$ cat src/rtl/bnet_pkg.sv
// Shared definitions for the Boolean network stepper.
// Assumes a fixed three-entity network; the entity k occupies bit N_ENT-1-k.
package bnet_pkg;
    localparam int N_ENT = 3;
    localparam int SEL_W = $clog2(N_ENT + 1);
    typedef logic [N_ENT-1:0] bnet_state_t;
endpackage

$ cat src/rtl/bnet_next.sv
// Next-state logic of the regulatory network.
// Purely combinational. Assumes the {g1,g2,g3} packing from bnet_pkg.
module bnet_next
    import bnet_pkg::*;
(
    input  bnet_state_t cur,
    output bnet_state_t nxt
);
    logic g1, g2, g3;

    // Split the vector into named entities.
    always_comb begin
        g1 = cur[2];
        g2 = cur[1];
        g3 = cur[0];
    end

    // Apply the regulation rules.
    always_comb begin
        nxt[2] = g2;
        nxt[1] = g1 & g3;
        nxt[0] = ~g1;
    end
endmodule

$ cat src/rtl/bnet_update.sv
// Chooses which entities take their next value in a step.
// Synchronous semantics writes every bit. Asynchronous semantics writes only
// the bit picked by sel; an index with no entity writes nothing.
module bnet_update
    import bnet_pkg::*;
(
    input  bnet_state_t      cur,
    input  bnet_state_t      nxt,
    input  logic             async_mode,
    input  logic [SEL_W-1:0] sel,
    output bnet_state_t      upd
);
    for (genvar k = 0; k < N_ENT; k++) begin : g_ent
        logic take;
        // Decide whether entity k is rewritten in this step.
        always_comb take = ~async_mode | (sel == SEL_W'(k));
        // Merge the next value or the held value for entity k.
        always_comb upd[N_ENT-1-k] = take ? nxt[N_ENT-1-k] : cur[N_ENT-1-k];
    end
endmodule

$ cat src/rtl/bnet_stepper.sv
// Top of the Boolean network stepper: state register, load and step control,
// and fixed-point detection. Assumes synchronous active-low reset and that
// load takes priority over step in the same cycle.
module bnet_stepper
    import bnet_pkg::*;
(
    input  logic             clk,
    input  logic             rst_n,
    input  logic             load_en,
    input  logic [N_ENT-1:0] load_val,
    input  logic             async_mode,
    input  logic [SEL_W-1:0] ent_sel,
    input  logic             step_en,
    output logic [N_ENT-1:0] state_q,
    output logic             fixed_pt
);
    bnet_state_t st_q;
    bnet_state_t st_nxt;
    bnet_state_t st_upd;

    bnet_next u_next (
        .cur (st_q),
        .nxt (st_nxt)
    );

    bnet_update u_upd (
        .cur        (st_q),
        .nxt        (st_nxt),
        .async_mode (async_mode),
        .sel        (ent_sel),
        .upd        (st_upd)
    );

    // State register with reset, load priority, then step.
    always_ff @(posedge clk) begin
        if (!rst_n)
            st_q <= '0;
        else if (load_en)
            st_q <= load_val;
        else if (step_en)
            st_q <= st_upd;
    end

    // Drive the outputs from the held state.
    always_comb begin
        state_q  = st_q;
        fixed_pt = (st_nxt == st_q);
    end

    assert_reset_clear_R1: assert property (@(posedge clk)
        !rst_n |=> state_q == '0);

    assert_load_wins_R7: assert property (@(posedge clk) disable iff (!rst_n)
        load_en |=> state_q == $past(load_val));

    assert_idle_hold_R6: assert property (@(posedge clk) disable iff (!rst_n)
        (!load_en && !step_en) |=> $stable(state_q));

    assert_async_one_bit_R4: assert property (@(posedge clk) disable iff (!rst_n)
        (!load_en && step_en && async_mode) |=> $countones(state_q ^ $past(state_q)) <= 1);

    assert_async_bad_sel_R5: assert property (@(posedge clk) disable iff (!rst_n)
        (!load_en && step_en && async_mode && ent_sel == 2'd3) |=> $stable(state_q));

    assert_fixed_hold_R9: assert property (@(posedge clk) disable iff (!rst_n)
        (!load_en && step_en && fixed_pt) |=> $stable(state_q));

    assert_sync_g3_R3: assert property (@(posedge clk) disable iff (!rst_n)
        (!load_en && step_en && !async_mode) |=> state_q[0] == !$past(state_q[2]));
endmodule

$ cat config.mk
export PLATFORM = sky130hd
export DESIGN_NAME = bnet_stepper
export DESIGN_NICKNAME = d
export VERILOG_FILES = /design/src/rtl/bnet_pkg.sv /design/src/rtl/bnet_next.sv /design/src/rtl/bnet_update.sv /design/src/rtl/bnet_stepper.sv
export SDC_FILE = /design/constraint.sdc
export NUM_CORES = 1
export LEC_CHECK = 0
export ABC_AREA = 0
export BUFFER_PORTS_ARGS = -buffer_cell sky130_fd_sc_hd__buf_2
export CAP_MARGIN = 20
export CORE_AREA = 2 2 39 41
export CTS_CLUSTER_DIAMETER = 150
export DETAILED_ROUTE_END_ITERATION = 16
export DIE_AREA = 0 0 41 43
export HOLD_SLACK_MARGIN = 0.12
export PLACE_DENSITY = 0.46
export RECOVER_POWER = 100
export SYNTH_ARGS = -nofsm -noshare
export SYNTH_HDL_FRONTEND = slang
export SYNTH_SLANG_ARGS = --single-unit
$ cat constraint.sdc
create_clock -name clk -period 1.5 [get_ports clk]
set_clock_uncertainty 0.15 [all_clocks]
set_input_delay 0.375 -clock clk [delete_from_list [all_inputs] [get_ports clk]]
set_output_delay 0.375 -clock clk [all_outputs]
set_load 0.03 [all_outputs]
Word level (Yosys, flattened, before mapping)
Cells that the tools add are included.

word-level totals
  flip-flop bits (word level) = 3
  bits of input ports = 10
  output and inout bits = 4

cells by class
  equal/unequal tests = 3
  multiplexer cells = 5
  bitwise gates (word level) = 6
  reduce and logical (&&, ||, !) cells = 8

operators by type and width
  kind                count
  $reduce_bool 2->1   4
  $mux 3              2
  $reduce_and 2->1    3
  $eq 3x3->1          1
  $mux 1              3
  $or 1x1->1          3
  $eq 2x1->1 const B  1
  $eq 2x2->1 const B  1
  $logic_not 2->1     1
  $not 1->1           2
  $and 1x1->1         1

Depth between registers and ports, before layout
Gate-level depths: netlist (run 1).

  depth in word-level cells = 5
  mapped depth = 4
  mapped depth without buffers = 4

Modules after synthesis
Synthesis (run 1) repeated with hierarchy kept, for this count alone.

unflattened totals
  cell total of the unflattened synthesis = 26
  area total of the unflattened synthesis = 250.2 µm²

by module, submodules not included
  module        instances  cells an instance  area an instance (µm²)  sequential area each (µm²)
  bnet_stepper  1          16                 173.9                   60.1
  bnet_update   1          7                  58.8                    0.0
  bnet_next     1          3                  17.5                    0.0

Worst setup path after synthesis (run 1)
OpenSTA, ideal clock, no wires.

  path kind = reg-to-output
  start = register st_q[2] (netlist: state_q[2])
  end = output port fixed_pt
  data arrival time = 1.480 ns
  slack = -0.505 ns
  cell stages (with the launch flop) = 4
  path buffers = 0
  cell sequence = dfxtp_1 -> ha_1 -> or3_1 -> a21boi_1

between the ends
  cells in the longest elaborated chain, start to end = 2

ends and longest elaborated chain
  element                                          RTL line                          RTL
  from (decl)                                      bnet_stepper.sv:17                bnet_state_t st_q;
  from (signal assigned)                           bnet_stepper.sv:39                st_q <= load_val;
  from (signal assigned)                           bnet_stepper.sv:41                st_q <= st_upd;
  $and 1x1->1 / $not 1->1 (equally long branches)  bnet_next.sv:21, bnet_next.sv:22
  $eq 3x3->1 (*)                                   bnet_stepper.sv:47                fixed_pt = (st_nxt == st_q);
  to (decl)                                        bnet_stepper.sv:15                output logic fixed_pt

Mark *: on every way between the ends. The rest lies on a longest branch, timed or not.

Final worst setup path (run 1)
Ends and elaborated chain as after synthesis.

==> run summary, run 1 <==
The checks that failed: setup timing. The tools report the total global routing track utilization as 9.13%. For the number of cells in the finished layout apart from fillers, the log shows 65. Ranked by total cell area, the synthesized netlist is headed by sky130_fd_sc_hd__dfxtp_1 (27%), sky130_fd_sc_hd__a211oi_2 (11%), sky130_fd_sc_hd__o21ai_0 (9.1%), sky130_fd_sc_hd__ha_1 (5.7%), sky130_fd_sc_hd__nor2b_1 (5.7%). The number of different library cells used by synthesis comes to 15. In this run the count of I/O pins placed on the die edge is 14. The run gives 513 um as the detailed-placement wirelength estimate. The die is 41 um wide.

The flow ran to the end, but the final reports show violations. Library cell occupying the most area in the post-synthesis netlist: sky130_fd_sc_hd__dfxtp_1. After detailed routing, the average wire length per cell comes to 9.46 um.

Setup repair after global routing could not meet its margin everywhere. For this run, the post-layout net count is 61. The minimum setup slack among reg-to-reg paths was 0.30 ns; the maximum number of pins on one net before global-route repair was 7. The ratio of routed vias to standard cells was 4.32.

Headroom to the max-slew limit came out at 83.7%. Row generation in the floorplan step produced 14 rows. The logs give 0 for the count of synthesis-stage warnings from yosys and 61 for the placed instance count.

The die area is 1760 um^2, and the power density relative to cell area is 874 nW/um^2. The run gives 273 as the number of global-route vias before repair. The critical path ends at fixed_pt. The path class of the tightest hold or removal check is in -> reg.

After synthesis, the mean cell area works out to 8.11 um^2. The worst-path maximum fanout was 4. The number of nets handed over by synthesis was 38. Leaving out fill and tap cells, the most frequent cells in the layout are sky130_fd_sc_hd__buf_2 (9), sky130_fd_sc_hd__buf_4 (5), sky130_fd_sc_hd__o21ai_0 (4). The worst setup path is launched from a register. The number of antenna violations at the first check in global routing is 0. In the routed design, unresolved DRC markers number 0. The register with the most flip-flops in the layout has 3 of them. TritonCTS built the clock tree. The worst register-to-register path begins at state_q[2]$_SDFFE_PN0P_. For the final global-route overflow total, the log shows 0. For this run, the register share of the synthesized area comes to 27.4%. The ratio of cells with drive above 1 in the final layout is 55.1%.

In this run, post-CTS hold repair placed 0 buffers. No sink is reached through more buffers than the 2 on the longest clock path. The final route contains 281 vias.

The post-layout utilization of the core was 29.3%. Once the floorplan was initialized, standard cells occupied 15.8% of the core. For the worst-skew pair, the clock arrives at the later sink with an insertion delay of 0.24 ns. The tree is rooted in a sky130_fd_sc_hd__clkbuf_4. The cell depth of the worst min-delay path is 3, and the maximum clock rate is 0.533 GHz. The detailed router finished its first iteration with 3 violations.

The total count of max-transition violations in the final report came out at 0. Max-cap violations in this run came to 0. The worst setup path is of the reg -> out kind. At the worst endpoint, the arrival time is 1.35 ns. Static leakage power: 0.192 nW.

The run gives 27 as the gate count of the mapped netlist. The worst-case IR drop observed on VDD is 0.000208 V. Routability-driven placement finished with a final weighted congestion of 0.760. The tools report the launching instance or port of the critical path as state_q[2]$_SDFFE_PN0P_. In this run the most critical hold path is launched from rst_n. Summed over all layers, the routed wires come to 615 um. The worst-case reg-to-reg path depth came out at 5. The post-route minimum period works out to 1.88 ns. The share of the cycle needed by the critical path after routing came out at 125%. In this run, synthesis produced a sequential element count of 3. The area share of the largest cell type after synthesis is 27.4%. The reg-to-reg endpoint was state_q[1]$_SDFFE_PN0P_. Port buffering added 13 buffers. The number of diodes added for antenna fixing came out at 0. The run gives 3 as the TritonCTS buffer count.

The clock edge transition at the registers on the reported setup and hold paths is 0.04 ns. Data on the critical path is required at its endpoint by 0.97 ns. Once detail routing completed, the nets flagged for antenna violations numbered 0. The logs give 0 for the number of hold-slack violations in the final timing report and 219 um^2 for the summed instance area of the synthesized netlist. The logs give 3 for the sink count of the clock tree and -0.375 ns for the post-route setup TNS.

The number of endpoints failing setup at the final stage was 1; the setup slack after layout was -0.375 ns. Relative to the synthesized area, the layout overhead comes to 85.1%. The worst setup path is captured at an output pin. The global-route wire length before repair was 1030 um.

The most common cell after layout, fill and taps aside is sky130_fd_sc_hd__buf_2. The first TritonRoute pass finished after 3 iterations. At the pin with the least slew margin, the transition time is 0.242 ns.

The vertical die dimension works out to 43 um. The tools report the number of H-tree branching levels as 1. The total area inside the core boundary comes to 1380 um^2.
==> critical path, stage by stage (launching register included) <==
cell and delay [ns]:
sky130_fd_sc_hd__dfxtp_4 0.35, sky130_fd_sc_hd__ha_4 0.15, sky130_fd_sc_hd__or3_4 0.33, sky130_fd_sc_hd__a21boi_4 0.14
sky130_fd_sc_hd__buf_6 0.14
==> area by class of cell <==
class | instances | area (um^2)
clock buffer | 4 | 26.3
fill | 153 | 978
timing repair buffer | 18 | 109
tap | 16 | 20.0
sequential | 3 | 67.6
multi-input combinational | 22 | 175
inverter | 2 | 7.51
==> report_power, final <==
part           internal, mW  switching, mW  total (mW)
clock network        0.0999         0.0451       0.145
registers            0.0869        0.00660      0.0935
logic                0.0580         0.0578       0.116
total                 0.245          0.110       0.354
==> worst min-delay path by stage <==
stage / endpoint / slack (ns)
2_1_floorplan: state_q[2]$_SDFFE_PN0P_ / 0.36
3_3_place_gp: state_q[2]$_SDFFE_PN0P_ / 0.51
3_5_place_dp: state_q[2]$_SDFFE_PN0P_ / 0.51
4_1_cts: state_q[2]$_SDFFE_PN0P_ / 0.25
5_1_grt: state_q[0]$_SDFFE_PN0P_ / 0.27
6_report: state_q[2]$_SDFFE_PN0P_ / 0.26
==> cells by family after synthesis <==
group / share of synthesized area, %
buffers and inverters: 3.43
adders and majority gates: 5.71
DFF: 27.4
AOI/OAI and AO/OA: 41.7
and+or+nand+nor: 21.7
==> routing by layer <==
layer	vias to the layer above	wire length, um	track usage (%)
li1	148	-	-
met1	124	280	9.94
met2	9	302	12.2
met3	0	33	3.14
met4	0	0	10.0
met5	-	0	0
==> Yosys cell counts <==
master / instances
sky130_fd_sc_hd__o21ai_0: 4
sky130_fd_sc_hd__a211oi_1: 1
sky130_fd_sc_hd__o211a_1: 1
sky130_fd_sc_hd__a211oi_2: 2
sky130_fd_sc_hd__or3_1: 1
sky130_fd_sc_hd__nand3_1: 2
sky130_fd_sc_hd__a21boi_1: 1
sky130_fd_sc_hd__o21ai_1: 2
sky130_fd_sc_hd__nor2b_1: 2
sky130_fd_sc_hd__dfxtp_1: 3
sky130_fd_sc_hd__nor2_1: 3
sky130_fd_sc_hd__inv_1: 2
sky130_fd_sc_hd__o2111a_1: 1
sky130_fd_sc_hd__nor3b_1: 1
sky130_fd_sc_hd__ha_1: 1
==> what timing repair did <==
| item | CTS | global route |
|---|---|---|
| endpoints found under the setup margin | 1 | 1 |
| setup buffers | 0 | 0 |
| pin swaps | 0 | 0 |
| resized for setup | 2 | 0 |
==> per-stage QoR <==
| step | instance area [um^2] | hold WS, ns | total power, mW | setup WS (ns) |
|---|---|---|---|---|
| floorplan | 255 | 0.362 | 0.162 | -0.150 |
| global placement | 378 | 0.509 | 0.209 | -0.154 |
| detailed placement | 378 | 0.508 | 0.208 | -0.171 |
| CTS | 410 | 0.253 | 0.366 | -0.390 |
| global route | 405 | 0.265 | 0.379 | -0.415 |
| finish | 405 | 0.256 | 0.354 | -0.375 |
Power figures use the tool's default switching activity.
==> run 2: changes to the inputs <==
- PLACE_DENSITY: 0.46 -> 0.49
- SYNTH_HIERARCHICAL: unset -> 1
==> run 2 against run 1 <==
Effect of this change: the run still ends with setup timing left; sequential power rose by 4.5%; die area unchanged; setup slack gained 0.18 ns; core utilization rose by 6.3 points; total power up 8.6%; worst hold slack lost 0.017 ns; critical endpoint unchanged.
==> run summary, run 2 <==
The logs give 0.619 for the placer congestion estimate and 144 for the number of fill cells in the layout. The number of cells on the worst reg-to-reg path is 5. The checks that failed: setup timing.

The path with the worst hold slack has its endpoint at state_q[0]$_SDFFE_PN0P_. After detailed routing, the number of remaining DRC violations is 0. The synthesized netlist devotes 19.0% of its cell area to compound gates.

The adder-cell share of the synthesized area came out at 0%. STA classifies the critical path startpoint as a register. The ratio of routed vias to standard cells is 4.00. Along the worst path, the maximum fanout reaches 4. TritonCTS built the clock tree.

The final global-route overflow total is 0, and the tightest hold margin is 0.239 ns. The static leakage power was 0.256 nW. No sink is reached through more buffers than the 2 on the longest clock path. Static timing analysis puts the maximum clock frequency at 0.590 GHz. Among all cell types in the netlist, the one instantiated most often is sky130_fd_sc_hd__mux2_1. The run gives 605 um as the total routed wirelength. In this run the vertical extent of the chip is 43 um. The largest total area in the synthesized netlist belongs to sky130_fd_sc_hd__dfxtp_1. For this design the ratio of total power to cell area is 781 nW/um^2. The worst path uses 113% of the clock period. The first routing iteration left 2 violations. The number of H-tree branching levels was 1; the number of enable flip-flop cells after synthesis was 0. The tools report the arrival time of data at the critical path endpoint as 1.17 ns. The detailed router placed 244 vias in this run. Number of antenna-violating nets in the routed design: 0. In this run the worst setup path begins at state_q[2]$_SDFFE_PN0P_.

The sink count of the clock tree came out at 3. The routed length per placed instance was 9.92 um; the clock edge transition at the registers on the reported setup and hold paths was 0.04 ns. In this run the standard cell core region covers 1380 um^2.

The tools report the row count as 14. For this run, the register share of the synthesized area comes to 24.0%. Measured against its own limit, the worst slew margin works out to 88.7%. The flip-flop count of the largest register after layout came out at 3. In the layout the commonest cells are sky130_fd_sc_hd__buf_2 (10), sky130_fd_sc_hd__mux2_4 (6), sky130_fd_sc_hd__clkbuf_4 (4), sky130_fd_sc_hd__buf_4 (4).

Leaving out fill and tap cells, the most frequent cell in the layout is sky130_fd_sc_hd__buf_2. Entering global routing, the biggest net connects 7 pins. In the post-synthesis netlist, the biggest area contributors are sky130_fd_sc_hd__dfxtp_1 (24%), sky130_fd_sc_hd__mux2_1 (23%), sky130_fd_sc_hd__o211a_1 (12%), sky130_fd_sc_hd__xor2_1 (10%), sky130_fd_sc_hd__nand2b_1 (7.5%).

The cell depth of the worst min-delay path is 2. The run gives -0.196 ns as the setup slack after layout. The port buffer count is 13, and the placed instance count is 56. Pin placement for this block handled 14 I/O pins.

Among all flip-flop cells after synthesis, the most frequent one is sky130_fd_sc_hd__dfxtp_1. The average footprint of a synthesized cell is 9.62 um^2. Summing the areas of all xor and xnor instances in the mapped netlist gives 10.5% of the synthesized area. Launch instance of the worst register-to-register path: state_q[2]$_SDFFE_PN0P_. The logs give 0 for the number of diodes added for antenna fixing and 0.24 ns for the clock latency at the later pin of the worst-skew pair.

For this run, asynchronously set or reset flops after synthesis account for 0%. The number of nets handed over by synthesis was 36. The fraction of the mapped netlist area in simple logic gates was 12.0%. The effective utilization at floorplan is 18.1%.

The tree is rooted in a sky130_fd_sc_hd__clkbuf_4. Summed over its instances, the top area cell type makes up 24.0% of the synthesized netlist area. The reg-to-reg endpoint is state_q[1]$_SDFFE_PN0P_.

The post-route netlist has 82.2% of its cells at a drive strength greater than 1. Sorting the synthesized cells by how often they occur yields sky130_fd_sc_hd__mux2_1 (5), sky130_fd_sc_hd__dfxtp_1 (3), sky130_fd_sc_hd__nand2b_1 (3), sky130_fd_sc_hd__o211a_1 (3), sky130_fd_sc_hd__xor2_1 (3). The path class of the tightest hold or removal check is in -> reg. Synthesis handed over a netlist of 26 instances. In the final timing run, aggregate negative setup slack is -0.310 ns. The tools report the number of hold-slack violations in the final timing report as 0. The required time of the critical path was 0.97 ns; the number of cells in the finished layout apart from fillers was 61. STA classifies the critical path endpoint as an output pin.

The worst register-to-register path has a setup slack of -0.11 ns. Compared with the post-synthesis result, the final layout area differs by 97.0%. The post-route minimum period is 1.70 ns, and the number of global-route vias before repair is 211. The first TritonRoute pass finished after 2 iterations.

The run gives 56 as the number of nets in the final layout. Across every metal layer, demand over resource in global routing totals 7.82%. The transition at the pin with the smallest max-transition slack was 0.169 ns; the die area was 1760 um^2. The die boundary width is 41 um, and the maximum resistive drop on vdd is 0.000326 V. By area, the combinational part of the netlist is dominated by multiplexers. The first global-routing pass estimated 883 um of wire.

The Yosys step of the flow raised 6 warnings. The number of antenna violations at the first check in global routing is 0, and the number of endpoints failing setup at the final stage is 2. For the number of maximum-capacitance constraint violations, the log shows 0. The TritonCTS buffer count came out at 3.

For the summed instance area of the synthesized netlist, the log shows 250 um^2. Setup repair after global routing could not meet its margin everywhere. The total count of max-transition violations in the final report is 0, and the mux contribution to synthesized area is 28.5%.

The flow ran to the end, but the final reports show violations. The run gives 13 as the number of distinct library cells after synthesis. The worst hold path startpoint was rst_n. After synthesis the netlist holds a flip-flop and latch count of 3.

The setup path with the least slack is of type reg -> out.
[run 2: cell families after synthesis]
logic type / count (synthesis)
buffers and inverters: 3
AOI/OAI and AO/OA: 6
DFF: 3
xor gates and xnor gates: 3
and+or+nand+nor: 5
muxes: 6
[run 2: critical path, cell delays in order (launching register included)]
cell and delay [ns]:
sky130_fd_sc_hd__dfxtp_4 0.35, sky130_fd_sc_hd__and2_4 0.17, sky130_fd_sc_hd__xor2_2 0.15, sky130_fd_sc_hd__nor3_4 0.12, sky130_fd_sc_hd__buf_6 0.15
[run 2: routing by layer]
| metal | share of wire, % | vias up | track usage, % |
|---|---|---|---|
| met5 | 0 | - | 0 |
| met4 | 0 | 0 | 2.00 |
| met3 | 7.8 | 0 | 6.28 |
| met2 | 44 | 10 | 8.13 |
| met1 | 48 | 109 | 11.9 |
| li1 | - | 125 | - |
[run 2: power by group]
part | switching, mW | leakage (nW) | internal [mW]
logic | 0.0658 | 0.214 | 0.0770
registers | 0.0111 | 0.0264 | 0.0866
clock network | 0.0445 | 0.0150 | 0.0999
total | 0.121 | 0.256 | 0.263
[run 2: worst max-delay path by stage]
stage                              end  slack (ns)  cells after the start
2_1_floorplan  state_q[0]$_SDFFE_PN0P_       -0.02                      4
3_3_place_gp   state_q[0]$_SDFFE_PN0P_       -0.25                      6
3_5_place_dp   state_q[0]$_SDFFE_PN0P_       -0.25                      6
4_1_cts                       fixed_pt       -0.20                      4
5_1_grt                       fixed_pt       -0.25                      4
6_report                      fixed_pt       -0.20                      4
[run 2: layout make-up]
class	instances	area [um^2]	share of cell area [%]
repair buffers	16	98.8	20.1
flip-flops and latches	3	68.8	14.0
multi-input cells	20	264	53.6
clock buffers	4	26.3	5.33
inverters	2	15.0	3.05
well taps	16	20.0	4.06
[run 2: per-stage QoR]
step	setup WS (ns)	total power [mW]	instance area [um^2]	utilization, %
after floorplan	-0.0215	0.188	337	-
after global placement	-0.252	0.227	425	30.7
after detailed placement	-0.253	0.228	425	30.7
after CTS	-0.204	0.385	468	33.8
after global routing	-0.255	0.412	493	35.6
final	-0.196	0.385	493	35.6
[run 2: timing repair]
action | 4_1_cts | 5_1_grt
gates cloned | 0 | 0
pin swaps | 1 | 0
setup buffers | 0 | 1
resized for setup | 4 | 3
endpoints found under the setup margin | 3 | 3
hold buffers | 0 | 0
==> run 3: changes to the inputs <==
- PLACE_DENSITY: 0.49 -> unset
==> run 3 against run 2 <==
Effect of this change: setup slack got worse by 0.0025 ns; sequential power up 0.4%; routed wire length rose by 3.5%; clock power barely moved; flip-flop and latch count is the same; clock-buffer cell count is the same; first-iteration DRC count did not move; highest routed layer unchanged; sequential share of layout area increased by 0.91 points; non-clock buffer count down 2; the run still ends with setup timing left; die area unchanged; largest power group unchanged; design area is 6.1% lower.
==> run summary, run 3 (synthesis results as in run 2) <==
The flow ran to the end, but the final reports show violations. The checks that failed: setup timing. The run gives 4 as the number of iterations in the first detailed-routing pass. Number of H-tree branching levels: 1.

The routed length per placed instance works out to 10.6 um. The logs give 18.1% for the effective utilization at floorplan and 0 for the number of maximum-capacitance constraint violations. The post-route netlist has 79.1% of its cells at a drive strength greater than 1. After detailed routing, the total wire length is 626 um. OpenSTA, run right after detailed placement, puts the worst setup slack at -0.258 ns.

After clock tree synthesis, the clock-pin slew on the worst setup and hold paths is 0.04 ns. The die boundary width is 41 um. The critical path buffer and inverter count is 1.

The top cell types in the final layout, fill and taps aside, are sky130_fd_sc_hd__buf_2 (8), sky130_fd_sc_hd__mux2_4 (6). From bottom edge to top edge, the die measures 43 um. The power density relative to cell area was 807 nW/um^2.

The first global-routing pass estimated 862 um of wire. The routed layout has 236 vias. For the number of cells in the finished layout apart from fillers, the log shows 59. For the arrival time of data at the critical path endpoint, the log shows 1.17 ns. The port buffer count works out to 13.

Leaving out fill and tap cells, the most frequent cell in the layout is sky130_fd_sc_hd__buf_2. The repair_antennas step left the layout with diodes totalling 0. The type of the most critical hold path is in -> reg. The tree built by TritonCTS fans out to 3 sinks. TritonCTS built the clock tree.

In this run, placement finished with an instance count of 55. After detailed routing, the number of remaining DRC violations is 0. The tightest hold margin is 0.255 ns, and the number of endpoints failing setup at the final stage is 1. The logs give 0 for the total count of max-transition violations in the final report and 14 for the boundary pin count. The run gives 244 as the number of global-route vias before repair. The number of antenna violations at the first check in global routing was 0. The reg-to-reg endpoint is state_q[1]$_SDFFE_PN0P_. At the end of the flow, the number of nets in the layout was 54.

The flip-flop count of the largest register after layout was 3. The cell chosen for the clock root is sky130_fd_sc_hd__clkbuf_4. The number of antenna-violating nets in the routed design came out at 0.

For the worst-skew pair, the clock arrives at the later sink with an insertion delay of 0.23 ns. The post-layout utilization of the core is 33.5%. In the routed layout, each cell is associated on average with a via count of 4.00. For the post-route standard cell area excluding fillers, the log shows 463 um^2.

The run gives 2 as the iteration-0 DRC count of the detailed router. STA classifies the critical path startpoint as a register. The area of the core is 1380 um^2, and the number of fill cells in the layout is 146. The run gives -0.199 ns as the post-route setup TNS. In this design, the largest share of critical-path delay is due to flip-flops. At the worst endpoint, the required time is 0.97 ns. The worst-case reg-to-reg path depth came out at 4. Entering global routing, the biggest net connects 7 pins. For the setup slack after layout, the log shows -0.199 ns.

The worst hold path begins at rst_n. After legalization and detailed placement, the total HPWL measured 507 um. The category of the most critical setup path was reg -> out.

The critical path goes through and2_4 > xor2_2 > nor3_4 > buf_6. Number of hold buffers added after cts: 0. The launch instance of the worst register-to-register path is state_q[2]$_SDFFE_PN0P_. The final critical path takes up 113% of the cycle. Buffers inserted during clock tree synthesis total 3.

For the maximum resistive drop on vdd, the log shows 0.000226 V. The tools report the static leakage power as 0.238 nW. Row count: 14. The clock passes through at most 2 buffers.

Transition at the pin with the smallest max-transition slack: 0.254 ns. Summing internal, switching and leakage power gives 0.374 mW. The layout overhead on the synthesized area is 85.0%, and the number of hold-slack violations in the final timing report is 0. The normalized max-slew margin came out at 83.0%.

The run gives 1760 um^2 as the die area. The stage delay of the slowest cell on the critical path was 0.35 ns. In this run the worst path has a maximum fanout of 4. The path with the worst hold slack has its endpoint at state_q[0]$_SDFFE_PN0P_. The tools report the final global-route overflow total as 0. Based on the critical path, the design can be clocked at up to 0.589 GHz. The routed design could run at a clock period as short as 1.70 ns.

The total global routing track utilization was 7.03%; the cell depth of the worst min-delay path was 2. After detailed placement, the total cell area comes to 418 um^2. Buffers added to address setup during post-CTS repair amount to 0. The worst setup path is captured at an output pin. Minimum setup slack among reg-to-reg paths: 0.01 ns. The placer congestion estimate came out at 0.656. The critical-path cell with the highest stage delay is sky130_fd_sc_hd__dfxtp_4. Setup repair after global routing could not meet its margin everywhere.
==> run 3: cell types whose count changed in the layout (fill, tap and decap cells not counted) <==
| cell | before | now |
|---|---|---|
| sky130_fd_sc_hd__xor2_1 | 0 | 1 |
| sky130_fd_sc_hd__buf_2 | 10 | 8 |
| sky130_fd_sc_hd__clkbuf_4 | 4 | 3 |
| sky130_fd_sc_hd__a21boi_4 | 1 | 0 |
| sky130_fd_sc_hd__clkbuf_2 | 0 | 2 |
| sky130_fd_sc_hd__xor2_2 | 3 | 2 |
| sky130_fd_sc_hd__a21boi_2 | 0 | 1 |
| sky130_fd_sc_hd__buf_4 | 4 | 3 |
==> run 3: layout make-up <==
cell class | count | area, um^2 | share of cell area, %
Timing Repair Buffer | 14 | 83.8 | 18.1
Clock buffer | 4 | 26.3 | 5.68
Sequential cell | 3 | 68.8 | 14.9
Inverter | 2 | 15.0 | 3.24
Tap cell | 16 | 20.0 | 4.32
Multi-Input combinational cell | 20 | 249 | 53.8
==> run 3: worst max-delay path by stage <==
| stage | slack (ns) | cells past startpoint | start | end |
|---|---|---|---|---|
| floorplan | -0.02 | 4 | async_mode | state_q[0]$_SDFFE_PN0P_ |
| global placement | -0.24 | 6 | ent_sel[0] | state_q[1]$_SDFFE_PN0P_ |
| detailed placement | -0.26 | 6 | ent_sel[0] | state_q[0]$_SDFFE_PN0P_ |
| CTS | -0.22 | 4 | state_q[2]$_SDFFE_PN0P_ | fixed_pt |
| global route | -0.24 | 4 | state_q[2]$_SDFFE_PN0P_ | fixed_pt |
| finish | -0.20 | 4 | state_q[2]$_SDFFE_PN0P_ | fixed_pt |
==> run 3: worst reg2reg max path, stage by stage (launching register included) <==
cell and delay [ns]:
sky130_fd_sc_hd__dfxtp_4 0.35, sky130_fd_sc_hd__and2_4 0.17, sky130_fd_sc_hd__mux2_4 0.25, sky130_fd_sc_hd__mux2_4 0.25
sky130_fd_sc_hd__o211a_1 0.21
==> run 3: layer usage <==
layer  routed length [um]  GRT usage (%)  vias up
met3                   71          0.524        0
met4                    0           4.00        0
met2                  257           10.6       14
met1                  297           9.32       98
met5                    0              0        -
li1                     -              -      124
==> run 3: timing repair <==
item,CTS,global route
pin swaps,1,0
cloned,0,0
gates resized for setup,5,0
endpoints found under the setup margin,3,2
==> run 3: report_power, final <==
| group | internal (mW) | total (mW) | switching, mW |
|---|---|---|---|
| Clock | 0.0997 | 0.141 | 0.0415 |
| Combinational | 0.0707 | 0.134 | 0.0636 |
| Sequential | 0.0865 | 0.0981 | 0.0116 |
